### config.mk
export PLATFORM = sky130hd
export DESIGN_NAME = fbpool_alloc
export DESIGN_NICKNAME = d
export VERILOG_FILES = /design/src/rtl/fbpool_pkg.sv /design/src/rtl/fbpool_ctrl.sv /design/src/rtl/fbpool_dp.sv /design/src/rtl/fbpool_alloc.sv
export SDC_FILE = /design/constraint.sdc
export NUM_CORES = 1
export LEC_CHECK = 0
export BUFFER_PORTS_ARGS = -buffer_cell sky130_fd_sc_hd__clkbuf_2
export CORE_ASPECT_RATIO = 0.5
export CORE_MARGIN = 2
export CORE_UTILIZATION = 55
export CTS_CLUSTER_SIZE = 16
export DETAILED_ROUTE_END_ITERATION = 10
export GPL_TIMING_DRIVEN = 1
export PLACE_DENSITY = 0.71
export SYNTH_ARGS = -nofsm -noshare
export SYNTH_HDL_FRONTEND = slang
export SYNTH_HIERARCHICAL = 1
export SYNTH_SLANG_ARGS = --single-unit
### constraint.sdc
create_clock -name clk -period 4.7 [get_ports clk]
set_clock_uncertainty 0.15 [all_clocks]
set_input_delay 0 -clock clk [delete_from_list [all_inputs] [get_ports clk]]
set_output_delay 0 -clock clk [all_outputs]
set_load 0.01 [all_outputs]
### src/rtl/fbpool_pkg.sv
package fbpool_pkg;

  typedef enum logic {
    ST_IDLE = 1'b0,
    ST_LOOK = 1'b1
  } fbState_t;

  // Strobes from control to datapath for the entry being examined.
  typedef struct packed {
    logic consume;
    logic fail;
  } fbStrobe_t;

endpackage

### src/rtl/fbpool_ctrl.sv
module fbpool_ctrl
  import fbpool_pkg::*;
#(
  parameter int POOL_W = 2
) (
  input  logic              clk,
  input  logic              rstN,
  input  logic              reqValid,
  input  logic [POOL_W-1:0] reqPool,
  input  logic              entryValid,
  output logic              reqReady,
  output logic [POOL_W-1:0] selPool,
  output fbStrobe_t         strobe
);

  fbState_t state;
  logic     accept;

  assign reqReady = (state == ST_IDLE);
  assign accept   = reqValid && reqReady;

  always_comb begin
    strobe.consume = (state == ST_LOOK) && entryValid;
    strobe.fail    = (state == ST_LOOK) && !entryValid;
  end

  always_ff @(posedge clk or negedge rstN) begin
    if (!rstN) begin
      state   <= ST_IDLE;
      selPool <= '0;
    end else begin
      case (state)
        ST_IDLE: if (accept) begin
          state   <= ST_LOOK;
          selPool <= reqPool;
        end
        default: state <= ST_IDLE;
      endcase
    end
  end

  // only one fetch in flight; an accepted request blocks the next cycle
  p_single_fetch_r2: assert property (@(posedge clk) disable iff (!rstN)
    (reqValid && reqReady) |=> !reqReady);

  // the examination cycle always resolves to exactly one outcome
  p_one_outcome_r2: assert property (@(posedge clk) disable iff (!rstN)
    !reqReady |-> $countones({strobe.consume, strobe.fail}) == 1);

endmodule

### src/rtl/fbpool_dp.sv
module fbpool_dp
  import fbpool_pkg::*;
#(
  parameter int NUM_POOLS = 4,
  parameter int ENTRIES   = 32,
  parameter int PTR_W     = 32,
  parameter int CODE_W    = 8,
  parameter int POOL_W    = 2,
  parameter int IDX_W     = 5
) (
  input  logic              clk,
  input  logic              rstN,
  input  logic [POOL_W-1:0] selPool,
  input  fbStrobe_t         strobe,
  output logic              entryValid,
  output logic              gntValid,
  output logic [POOL_W-1:0] gntPool,
  output logic [PTR_W-1:0]  gntPtr,
  output logic              irqPulse,
  output logic [CODE_W-1:0] irqCode,
  output logic              busyFlag,
  input  logic              busyClr,
  input  logic              swWe,
  input  logic [IDX_W-1:0]  swIdx,
  input  logic [PTR_W-1:0]  swPtr,
  input  logic              swValid,
  input  logic              swWrap,
  input  logic              cfgWe,
  input  logic [POOL_W-1:0] cfgPool,
  input  logic [IDX_W-1:0]  cfgBase,
  input  logic [CODE_W-1:0] cfgCode
);

  localparam int STRIDE = ENTRIES / NUM_POOLS;

  // Entry memory
  logic [PTR_W-1:0]  entPtr  [ENTRIES];
  logic              entWrap [ENTRIES];
  logic              entV    [ENTRIES];

  // Per-pool registers
  logic [IDX_W-1:0]  poolBase [NUM_POOLS];
  logic [IDX_W-1:0]  poolCur  [NUM_POOLS];
  logic [CODE_W-1:0] poolCode [NUM_POOLS];

  logic [IDX_W-1:0]  lookIdx;
  logic              entryWrap;
  logic [PTR_W-1:0]  entryPtr;
  logic              cfgHitSel;

  assign lookIdx    = poolCur[selPool];
  assign entryValid = entV[lookIdx];
  assign entryWrap  = entWrap[lookIdx];
  assign entryPtr   = entPtr[lookIdx];
  assign cfgHitSel  = cfgWe && (cfgPool == selPool);

  // Address and wrap fields: written by software only
  always_ff @(posedge clk) begin
    if (swWe) begin
      entPtr[swIdx]  <= swPtr;
      entWrap[swIdx] <= swWrap;
    end
  end

  // Availability flags: software write wins over a hardware clear
  always_ff @(posedge clk or negedge rstN) begin
    if (!rstN) begin
      for (int i = 0; i < ENTRIES; i++) entV[i] <= 1'b0;
    end else begin
      for (int i = 0; i < ENTRIES; i++) begin
        if (swWe && swIdx == IDX_W'(i))
          entV[i] <= swValid;
        else if (strobe.consume && lookIdx == IDX_W'(i))
          entV[i] <= 1'b0;
      end
    end
  end

  // Pool base, index and code registers
  always_ff @(posedge clk or negedge rstN) begin
    if (!rstN) begin
      for (int p = 0; p < NUM_POOLS; p++) begin
        poolBase[p] <= IDX_W'(p * STRIDE);
        poolCur[p]  <= IDX_W'(p * STRIDE);
        poolCode[p] <= CODE_W'(p);
      end
    end else begin
      for (int p = 0; p < NUM_POOLS; p++) begin
        if (cfgWe && cfgPool == POOL_W'(p)) begin
          poolBase[p] <= cfgBase;
          poolCur[p]  <= cfgBase;
          poolCode[p] <= cfgCode;
        end else if (strobe.consume && selPool == POOL_W'(p)) begin
          poolCur[p] <= entryWrap ? poolBase[p] : poolCur[p] + 1'b1;
        end
      end
    end
  end

  // Outcome registers
  always_ff @(posedge clk or negedge rstN) begin
    if (!rstN) begin
      gntValid <= 1'b0;
      gntPool  <= '0;
      gntPtr   <= '0;
      irqPulse <= 1'b0;
      irqCode  <= '0;
      busyFlag <= 1'b0;
    end else begin
      gntValid <= strobe.consume;
      irqPulse <= strobe.fail;
      if (strobe.consume) begin
        gntPtr  <= entryPtr;
        gntPool <= selPool;
      end
      if (strobe.fail) irqCode <= poolCode[selPool];
      busyFlag <= strobe.fail | (busyFlag & ~busyClr);
    end
  end

  // a grant and an exhaustion never report together
  p_excl_outcome_r6: assert property (@(posedge clk) disable iff (!rstN)
    !(gntValid && irqPulse));

  // exhaustion leaves the pool's index where it was
  p_fail_holds_r6: assert property (@(posedge clk) disable iff (!rstN)
    (strobe.fail && !cfgHitSel) |=> $stable(poolCur[selPool]));

  // a grant from a non-final entry moves the index up by one
  p_advance_r4: assert property (@(posedge clk) disable iff (!rstN)
    (strobe.consume && !entryWrap && !cfgHitSel) |=>
      poolCur[selPool] == IDX_W'($past(lookIdx) + 1'b1));

  // a grant from the final entry returns the index to the base
  p_wrap_r5: assert property (@(posedge clk) disable iff (!rstN)
    (strobe.consume && entryWrap && !cfgHitSel) |=>
      poolCur[selPool] == poolBase[selPool]);

  // every interrupt is accompanied by the sticky flag
  p_irq_sets_busy_r7: assert property (@(posedge clk) disable iff (!rstN)
    irqPulse |-> busyFlag);

  // the flag only drops through the clear input
  p_busy_sticky_r7: assert property (@(posedge clk) disable iff (!rstN)
    (busyFlag && !busyClr) |=> busyFlag);

endmodule

### src/rtl/fbpool_alloc.sv
module fbpool_alloc
  import fbpool_pkg::*;
#(
  parameter int NUM_POOLS = 4,
  parameter int ENTRIES   = 32,
  parameter int PTR_W     = 32,
  parameter int CODE_W    = 8,
  localparam int POOL_W   = (NUM_POOLS > 1) ? $clog2(NUM_POOLS) : 1,
  localparam int IDX_W    = $clog2(ENTRIES)
) (
  input  logic              clk,
  input  logic              rstN,
  input  logic              reqValid,
  input  logic [POOL_W-1:0] reqPool,
  output logic              reqReady,
  output logic              gntValid,
  output logic [POOL_W-1:0] gntPool,
  output logic [PTR_W-1:0]  gntPtr,
  output logic              irqPulse,
  output logic [CODE_W-1:0] irqCode,
  output logic              busyFlag,
  input  logic              busyClr,
  input  logic              swWe,
  input  logic [IDX_W-1:0]  swIdx,
  input  logic [PTR_W-1:0]  swPtr,
  input  logic              swValid,
  input  logic              swWrap,
  input  logic              cfgWe,
  input  logic [POOL_W-1:0] cfgPool,
  input  logic [IDX_W-1:0]  cfgBase,
  input  logic [CODE_W-1:0] cfgCode
);

  logic [POOL_W-1:0] selPool;
  fbStrobe_t         strobe;
  logic              entryValid;

  fbpool_ctrl #(.POOL_W(POOL_W)) uCtrl (
    .clk        (clk),
    .rstN       (rstN),
    .reqValid   (reqValid),
    .reqPool    (reqPool),
    .entryValid (entryValid),
    .reqReady   (reqReady),
    .selPool    (selPool),
    .strobe     (strobe)
  );

  fbpool_dp #(
    .NUM_POOLS (NUM_POOLS),
    .ENTRIES   (ENTRIES),
    .PTR_W     (PTR_W),
    .CODE_W    (CODE_W),
    .POOL_W    (POOL_W),
    .IDX_W     (IDX_W)
  ) uDp (
    .clk        (clk),
    .rstN       (rstN),
    .selPool    (selPool),
    .strobe     (strobe),
    .entryValid (entryValid),
    .gntValid   (gntValid),
    .gntPool    (gntPool),
    .gntPtr     (gntPtr),
    .irqPulse   (irqPulse),
    .irqCode    (irqCode),
    .busyFlag   (busyFlag),
    .busyClr    (busyClr),
    .swWe       (swWe),
    .swIdx      (swIdx),
    .swPtr      (swPtr),
    .swValid    (swValid),
    .swWrap     (swWrap),
    .cfgWe      (cfgWe),
    .cfgPool    (cfgPool),
    .cfgBase    (cfgBase),
    .cfgCode    (cfgCode)
  );

  // nothing is reported straight out of reset
  p_quiet_reset_r1: assert property (@(posedge clk) disable iff (!rstN)
    $rose(rstN) |-> (!gntValid && !irqPulse));

endmodule

== Yosys cells after proc, flatten, opt, wreduce, memory -nomap -nowiden ==
Memories as Yosys holds them, arrays and structs flattened. A register that Yosys moved wholly into a read port is not among the register bits.
Cells that the tools add are included.
Word-level totals
  register bits after elaboration: 120
  memories kept: 2
  RAM bits: 1056
  bits of input ports: 62
Memories
  uDp.entPtr: words 32, bits a word 32, rd ports 1, clocked after Yosys merged registers in 1, write ports 1, line fbpool_dp.sv:37  | logic [PTR_W-1:0] entPtr [ENTRIES];
  uDp.entWrap: words 32, bits a word 1, rd ports 1, clocked after Yosys merged registers in 0, write ports 1, line fbpool_dp.sv:38  | logic entWrap [ENTRIES];
Cells by class
  bitwise logic cells: 6
  equal/unequal tests: 68
  $add $sub $neg: 4
  multiplexer cells: 89
  reductions and logical operators: 118
  magnitude comparators: 2
Operators with widths (count)
  $eq A5 B5 Y1 const B: 32
  $eq A5 B4 Y1 const B: 16
  $logic_and A1 B1 Y1: 75
  $reduce_bool A2 Y1: 36
  $mux W1: 70
  $mux W5: 14
  $eq A5 B3 Y1 const B: 8
  $add A5 B1 Y5 const B: 4
  $eq A5 B2 Y1 const B: 4
  $bmux W8 S2: 1
  $mux W8: 2
  $bmux W5 S2: 1
  $eq A5 B1 Y1 const B: 2
  $logic_not A5 Y1: 2
  $eq A2 B2 Y1 const B: 4
  $ge A6 B6 Y1 const B: 1
  $not A5 Y6: 1
  $bmux W1 S5: 1
  $eq A2 B1 Y1 const B: 2
  $logic_not A2 Y1: 2
  $ge A3 B3 Y1 const B: 1
  $not A2 Y3: 1
  $logic_not A1 Y1: 2
  $not A1 Y1: 2
  other kinds (3): 3

== Logic depth before layout (Yosys ltp) ==
Gate-level depths: netlist (run 1).
  depth after elaboration: 12
  depth in mapped cells: 19
  depth with buffers taken out: 13

== Cells and area by module ==
The synthesis (run 1) kept the hierarchy.
Modules (own cells, without submodules)
  fbpool_dp: area an instance 47438.0 µm², times used 1, cells each 2502
  fbpool_ctrl: area an instance 133.9 µm², times used 1, cells each 9

== Worst setup path after synthesis (run 1) ==
No wires, ideal clock.
  path type: register to register
  from: register uCtrl.selPool[0]
  to: register uDp/poolCur[15] (netlist name)
  arrival: 3.393 ns
  stages on the path, launching flop included: 19
  period minus slack after synthesis: 3.647 ns
  path slack: 1.053 ns
  buffers on the path: 6
  setup time: 0.104 ns
  cell sequence: dfrtp_1 buf_6 mux4_2 buf_6 buf_6 buf_4 buf_2 mux4_2 nand2_1 nand3_1 o21ai_0 o21ai_1 and2_2 clkbuf_1 nor3b_1 nand2b_1 nor2_1 o21ai_0 o311ai_1
RTL lines
  start: declaration: line fbpool_ctrl.sv:12  | output logic [POOL_W-1:0] selPool,
  start signal: assignment: line fbpool_ctrl.sv:35  | selPool <= reqPool;
  end signal: indexed assignment: line fbpool_dp.sv:84  | poolCur[p] <= IDX_W'(p * STRIDE);
  end signal: indexed assignment: line fbpool_dp.sv:91  | poolCur[p] <= cfgBase;
  end signal: indexed assignment: line fbpool_dp.sv:94  | poolCur[p] <= entryWrap ? poolBase[p] : poolCur[p] + 1'b1;
  end: declaration: line fbpool_dp.sv:43  | logic [IDX_W-1:0] poolCur [NUM_POOLS];

==> flow_metrics.env, run 1 <==
export IMPL_pre_cts_ws_ns=0.593
export IMPL_synth_top_area_share_pct=66.7
export IMPL_wirelength_mm=115
export IMPL_io_buffer_count=107
export IMPL_start_util_pct=55.4
export IMPL_dieArea_um2=89000
export IMPL_grt_util_all_layers_pct=26.3
export IMPL_power_density_nw_per_um2=586
export IMPL_reg2regPathDepth=12
export IMPL_worst_hold_path_type="in -> reg"
export IMPL_syn_area_um2=47600
export IMPL_num_antenna_cells=0
export IMPL_power_total_uw=31600
export IMPL_synthMuxAreaShare_pct=14.8
export IMPL_yosysMostFrequentCell="edfxtp_1"
export IMPL_htree_num_levels=3
export IMPL_syn_to_final_growth_pct=13.3
export IMPL_gp_congestion=0.838
export IMPL_postPlaceCellArea_um2=49700
export IMPL_synth_cells=2511
export IMPL_relSlewSlack_pct=23.7
export IMPL_fin_cells=3972
export IMPL_fin_crit_ns=4.18
export IMPL_dp_hpwl_mm=61.6
export IMPL_cts_buffer_depth=3
export IMPL_worst_path_stages=12
export IMPL_yosysTopAreaCell="edfxtp_1"
export IMPL_synth_edf_count=1056
export IMPL_synthTopCellsByCount="1056 x edfxtp_1, 278 x mux4_2, 263 x nand2_1"
export IMPL_overflow=0
export IMPL_whs_path_depth=4
export IMPL_finalCritPeriodShare_pct=89.0
export IMPL_start_kind="flip-flop"
export IMPL_drt_first_pass_iters=7
export IMPL_yosysSeqAreaShare_pct=74.7
export IMPL_fin_nets=2788
export IMPL_drive_gt1_share_pct=25.4
export IMPL_ir_drop_mv=0.570
export IMPL_numCtsBuffers=100
export IMPL_synth_main_ff_cell="edfxtp_1"
export IMPL_slew_violations=0
export IMPL_required_ns=5.10
export IMPL_hold_viol=0
export IMPL_arrival_ns=4.58
export IMPL_clk_latency_ns=0.71
export IMPL_postCtsSetupBuffers=0
export IMPL_clkSinkCount=1208
export IMPL_io_pins=108
export IMPL_synth_compound_area_share_pct=4.37
export IMPL_synthesis_nets=2577
export IMPL_synthArstFlopShare_pct=12.6
export IMPL_yosys_area_share_simple_pct=4.24
export IMPL_fin_ws_ns=0.516
export IMPL_cts_resized=0
export IMPL_core_area_um2=85900
export IMPL_rsz0062_at_grt="no"
export IMPL_syn_avg_cell_area_um2=18.9
export IMPL_synth_top_family_by_area="multiplexers"
export IMPL_setup_tns_ns=0
export IMPL_drt_iter0_drc=3141
export IMPL_tritoncts="yes"
export IMPL_vias=25462
export IMPL_synthAdderAreaFrac_pct=0.105
export IMPL_wl_per_cell_um=28.9
export IMPL_worst_pin_slew_ns=1.14
export IMPL_drc_errors=0
export IMPL_crit_path_frequent_cell="o21ai_0"
export IMPL_finalSetupViolCount=0
export IMPL_cts_root_buf="clkbuf_16"
export IMPL_dieHeight_um=212
export IMPL_die_w_um=420
export IMPL_ys_ff_latch=1208
export IMPL_ant_nets=0
export IMPL_viasPerCell=6.41
export IMPL_reg2reg_slack_ns=0.52
export IMPL_crit_chain="buf_4 > mux4_4 > mux4_2 > nand2_1 > nand3_1 > o21ai_0 > o21ai_1 > and2_4 > buf_4 > nand4_1 > o21ai_0 > o21ai_0"
export IMPL_grt_pass1_wl_mm=168
export IMPL_netlist_top_cells_area="edfxtp_1 67%, mux4_2 13%, dfrtp_1 7.4%"
export IMPL_path_clk_slew_ns=0.07
export IMPL_cp_max_fo=41
export IMPL_postLayoutCellArea_um2=53900
export IMPL_grt_pass1_vias=25503
export IMPL_rows=76
export IMPL_ys_warn_count=6
export IMPL_p_leak_uw=0.0176
export IMPL_crit_slowest_cell="mux4_4"
export IMPL_status="finished, final reports clean"
export IMPL_fmax_mhz=239
export IMPL_cp_slowest_stage_delay_ns=0.94
export IMPL_endpoint_kind="flip-flop"
export IMPL_synth_xor_area_share_pct=0.147
export IMPL_synth_cell_types=50
export IMPL_maxCapViolations=0
export IMPL_dp_cells=3712
export IMPL_critPathBufInv=2
export IMPL_grt_start_max_net_pins=146
export IMPL_critPathKind="reg -> reg"
export IMPL_crit_family="multiplexers"
export IMPL_cts_hold_buf=78
export IMPL_antenna_found_initial=0
-- sequential cells by signal, indices dropped and copies added (netlist names) --
name           count
uDp/gntPtr        32
uCtrl/state        1
uDp/gntValid       1
uDp/irqPulse       1
uDp/poolCode      32
uDp/poolBase      20
uDp/gntPool        2
uCtrl/selPool      2
uDp/irqCode        8
uDp/entPtr      1024
uDp/poolCur       20
uDp/busyFlag       1
uDp/entV          32
uDp/entWrap       32
-- cell usage in the layout, fill, tap and decap left out, types with 4 or more instances in the layout --
master and n:
clkinv_1 17, nor2_1 49, clkinvlp_4 6, dlygate4sd3_1 77, nand2b_1 4, ha_1 4, clkbuf_1 12, nor2b_1 6
dfstp_2 12, a21oi_1 70, clkbuf_2 106, nand4_1 6, xnor2_1 8, mux2i_1 35, and2_1 64, nand2_1 263
mux2_2 36, a211oi_2 10, mux4_2 273, dfrtp_1 140, buf_12 4, o21ai_1 18, mux4_4 5, inv_1 11
o21ai_0 73, a31oi_1 33, a211oi_1 54, edfxtp_1 1056, buf_4 68, bufinv_16 16, nor2_4 32, nand3_1 20
a311oi_1 32, clkinv_2 18, a22oi_1 16, clkbuf_16 102
-- power breakdown --
part           internal (uW)  total [uW]  leakage (uW)  switching (uW)
sequential             12300       12700        0.0113             416
combinational           4500       10100       0.00469            5630
clock                   4910        8730       0.00165            3830
-- per-layer routing --
metal  GRT usage (%)  up-vias  part of all wire (%)
met1            38.7    13416                    40
met5               0        -                     0
li1                -    10513                     -
met4            6.19        0                   2.1
met2            41.3     1349                    48
met3            4.89      184                    10
-- cell families (layout without fill, tap and decap cells) --
kind of cell / after synthesis / after routing
fa+ha+maj: 4 / 4
compound gates: 321 / 321
flops: 1208 / 1208
mux: 352 / 352
simple gates: 459 / 459
buf+inv: 159 / 450
xor+xnor: 8 / 8
-- worst paths after layout --
check,start,end
min in group asynchronous,rstN,uDp/poolCur[9]$_DFFE_PN1P_
hold reg to reg,uDp/poolBase[9]$_DFFE_PN1P_,uDp/poolBase[9]$_DFFE_PN1P_
setup / recovery,uCtrl/selPool[0]$_DFFE_PN0P_,uDp/entV[8]$_DFFE_PN0P_
hold / removal,cfgBase[4],uDp/poolBase[9]$_DFFE_PN1P_
max in group asynchronous,rstN,uDp/gntPtr[26]$_DFFE_PN0P_
setup reg to reg,uCtrl/selPool[0]$_DFFE_PN0P_,uDp/entV[8]$_DFFE_PN0P_
-- through the flow --
step / util, % / hold WS (ns)
final: 62.8 / 0.0417
after detailed placement: 57.9 / -0.000512
after floorplan: - / -0.446
after global placement: 57.9 / -0.000454
after CTS: 62.8 / 0.00118
after global routing: 62.8 / 0.0269
-- worst min-delay path, delay by kind of cell --
family                 cells  cell delay [ns]
buffers and inverters      2             0.74
AND/OR/NAND/NOR            2             0.15
-- layout make-up --
cell class	instances	area (um^2)
multi-input combinational	1144	11500
clock buffer	117	2640
timing repair buffer	257	1930
inverter	11	41.3
fill	5841	32000
tap	1170	1460
sequential	1208	35500
clock inverter	65	774
Note: power is estimated with default switching activity, not from simulation.
==> run 2: changes to the inputs <==
--- a/config.mk
+++ b/config.mk
@@ -6,13 +6,14 @@
 export NUM_CORES = 1
 export LEC_CHECK = 0
 export BUFFER_PORTS_ARGS = -buffer_cell sky130_fd_sc_hd__clkbuf_2
+export CAP_MARGIN = 20
 export CORE_ASPECT_RATIO = 0.5
 export CORE_MARGIN = 2
 export CORE_UTILIZATION = 55
 export CTS_CLUSTER_SIZE = 16
 export DETAILED_ROUTE_END_ITERATION = 10
 export GPL_TIMING_DRIVEN = 1
-export PLACE_DENSITY = 0.71
+export PLACE_DENSITY = 0.74
 export SYNTH_ARGS = -nofsm -noshare
 export SYNTH_HDL_FRONTEND = slang
 export SYNTH_HIERARCHICAL = 1
==> constraint.sdc (replaced) <==
create_clock -name clk -period 3.7 [get_ports clk]
set_clock_uncertainty 0.15 [all_clocks]
set_input_delay 0 -clock clk [delete_from_list [all_inputs] [get_ports clk]]
set_output_delay 0 -clock clk [all_outputs]
set_load 0.01 [all_outputs]
==> flow_metrics.env, run 2 (synthesis results as in run 1) <==
export IMPL_status="finished, final reports clean"
export IMPL_finalSetupViolCount=0
export IMPL_tritoncts="yes"
export IMPL_mostFrequentLayoutCell="edfxtp_1"
export IMPL_wl_per_cell_um=28.8
export IMPL_io_pins=108
export IMPL_htree_num_levels=3
export IMPL_p_sw_share_pct=31.5
export IMPL_arrival_ns=3.92
export IMPL_ant_nets=0
export IMPL_num_antenna_cells=0
export IMPL_required_ns=4.11
export IMPL_cts_buffer_depth=3
export IMPL_die_w_um=420
export IMPL_numCtsBuffers=102
export IMPL_largest_reg_flops=1024
export IMPL_grt_util_all_layers_pct=26.5
export IMPL_syn_to_final_growth_pct=14.9
export IMPL_start_kind="flip-flop"
export IMPL_timing_rr_start="uCtrl/selPool[0]$_DFFE_PN0P_"
export IMPL_power_density_nw_per_um2=745
export IMPL_fillCellCount=5636
export IMPL_fmax_mhz=285
export IMPL_switchingPower_uw=12800
export IMPL_final_util_pct=63.6
export IMPL_top_register="uDp/entPtr"
export IMPL_io_buffer_count=107
export IMPL_relSlewSlack_pct=32.2
export IMPL_antenna_found_initial=0
export IMPL_cp_max_fo=22
export IMPL_postPlaceCellArea_um2=50200
export IMPL_cp_slowest_stage_delay_ns=0.87
export IMPL_dieArea_um2=89000
export IMPL_holdWs_ns=0.0763
export IMPL_pwr_share_clk_pct=27.3
export IMPL_path_clk_slew_ns=0.07
export IMPL_maxCapViolations=0
export IMPL_worst_pin_slew_ns=1.01
export IMPL_combPwrFrac_pct=33.1
export IMPL_drt_iter0_drc=3031
export IMPL_viasPerCell=6.42
export IMPL_clkSinkCount=1208
export IMPL_dieHeight_um=212
export IMPL_clk_latency_ns=0.72
export IMPL_grt_pass1_vias=26093
export IMPL_fin_nets=2826
export IMPL_endpoint_kind="flip-flop"
export IMPL_drive_gt1_share_pct=26.3
export IMPL_vias=25806
export IMPL_gp_congestion=0.821
export IMPL_rows=76
export IMPL_start_util_pct=55.4
export IMPL_cp_startpoint="uCtrl/selPool[0]$_DFFE_PN0P_"
export IMPL_layout_common_cells="1056 x edfxtp_1, 273 x mux4_2, 263 x nand2_1"
export IMPL_dp_hpwl_mm=60.3
export IMPL_rsz0062_at_grt="no"
export IMPL_worst_hold_path_type="in -> reg"
export IMPL_critPathKind="reg -> reg"
export IMPL_grt_start_max_net_pins=92
export IMPL_postLayoutCellArea_um2=54600
export IMPL_setup_tns_ns=0
export IMPL_cts_root_buf="clkbuf_16"
export IMPL_slew_violations=0
export IMPL_core_area_um2=85900
export IMPL_internal_power_uw=27900
export IMPL_crit_slowest_cell="mux4_4"
export IMPL_fin_crit_ns=3.51
export IMPL_seqPwrFrac_pct=39.7
export IMPL_hold_viol=0
export IMPL_regArea_um2=35500
export IMPL_drc_errors=0
export IMPL_overflow=0
export IMPL_wirelength_mm=116
export IMPL_power_total_uw=40700
export IMPL_crit_chain="buf_6 > mux4_4 > buf_4 > nor2b_1 > a22oi_1 > o211ai_1 > o211ai_1 > buf_4 > nand2_4 > mux2i_1 > o21ai_1"
export IMPL_multi_input_area_um2=11600
export IMPL_finalCritPeriodShare_pct=95.0
export IMPL_grt_pass1_wl_mm=171
export IMPL_ir_drop_mv=0.574
export IMPL_drt_first_pass_iters=7
export IMPL_min_delay_start="cfgBase[0]"
export IMPL_p_leak_uw=0.0180
run 2: cell count changes in the layout (fill, tap and decap cells not counted), moves of 5 or more:
cell | previous run | this run
clkbuf_1 | 12 | 18
bufinv_16 | 16 | 11
clkinv_2 | 18 | 24
clkbuf_8 | 3 | 10
buf_12 | 4 | 30
dlygate4sd3_1 | 77 | 86
run 2: what timing repair did:
item                       4_1_cts  5_1_grt
buffers inserted                 0        1
setup endpoints to repair        0       18
hold buffers                    87        0
gates resized for setup          0        7
hold endpoints to repair      1397        0
run 2: worst paths after layout:
path,to,slack [ns],cells after the start
worst max-delay path,uDp/poolCur[11]$_DFFE_PN0P_,0.19,11
worst max register to register,uDp/poolCur[11]$_DFFE_PN0P_,0.19,11
max in group asynchronous,uDp/entV[0]$_DFFE_PN0P_,2.56,4
min in group asynchronous,uDp/poolCode[1]$_DFFE_PN1P_,0.36,3
worst min-delay path,uDp/poolBase[5]$_DFFE_PN0P_,0.08,4
worst min register to register,uDp/poolBase[4]$_DFFE_PN1P_,0.31,2
run 2: area by class of cell:
type                            count  share of cell area, %
Timing Repair Buffer              292                   4.70
Clock buffer                      131                   5.09
Sequential cell                  1208                   65.0
Multi-Input combinational cell   1145                   21.2
Inverter                           11                 0.0756
Clock inverter                     62                   1.27
Tap cell                         1170                   2.68
run 2: worst max-delay path: cells and delay by family (launching register included):
family                 cells  cell delay, ns
AOI/OAI and AO/OA          4            0.48
buffers and inverters      3            0.80
DFF                        1            0.42
muxes                      2            1.11
and+or+nand+nor            2            0.41
run 2: through the flow:
step,setup slack (ns),instances
after floorplan,0.0528,2511
after global placement,0.176,3737
after detailed placement,0.112,3737
after CTS,0.0827,4017
after global routing,0.00256,4019
final,0.186,4019
run 2: power by group through the flow:
stage          logic (uW)  clock network, uW  registers [uW]
3_5_place_dp        13100                  0           16400
2_1_floorplan        9540                  0           16400
6_report            13500              11100           16100
3_3_place_gp        12900                  0           16400
5_1_grt             14400              11700           16200
4_1_cts             13300              11200           16100
run 2: metal layers:
layer | up-vias | track usage (%) | wire length (um)
met4 | 0 | 7.48 | 2870
met3 | 202 | 5.66 | 12200
met5 | - | 0 | 0
li1 | 10592 | - | -
met1 | 13553 | 38.0 | 45500
met2 | 1459 | 41.6 | 55100
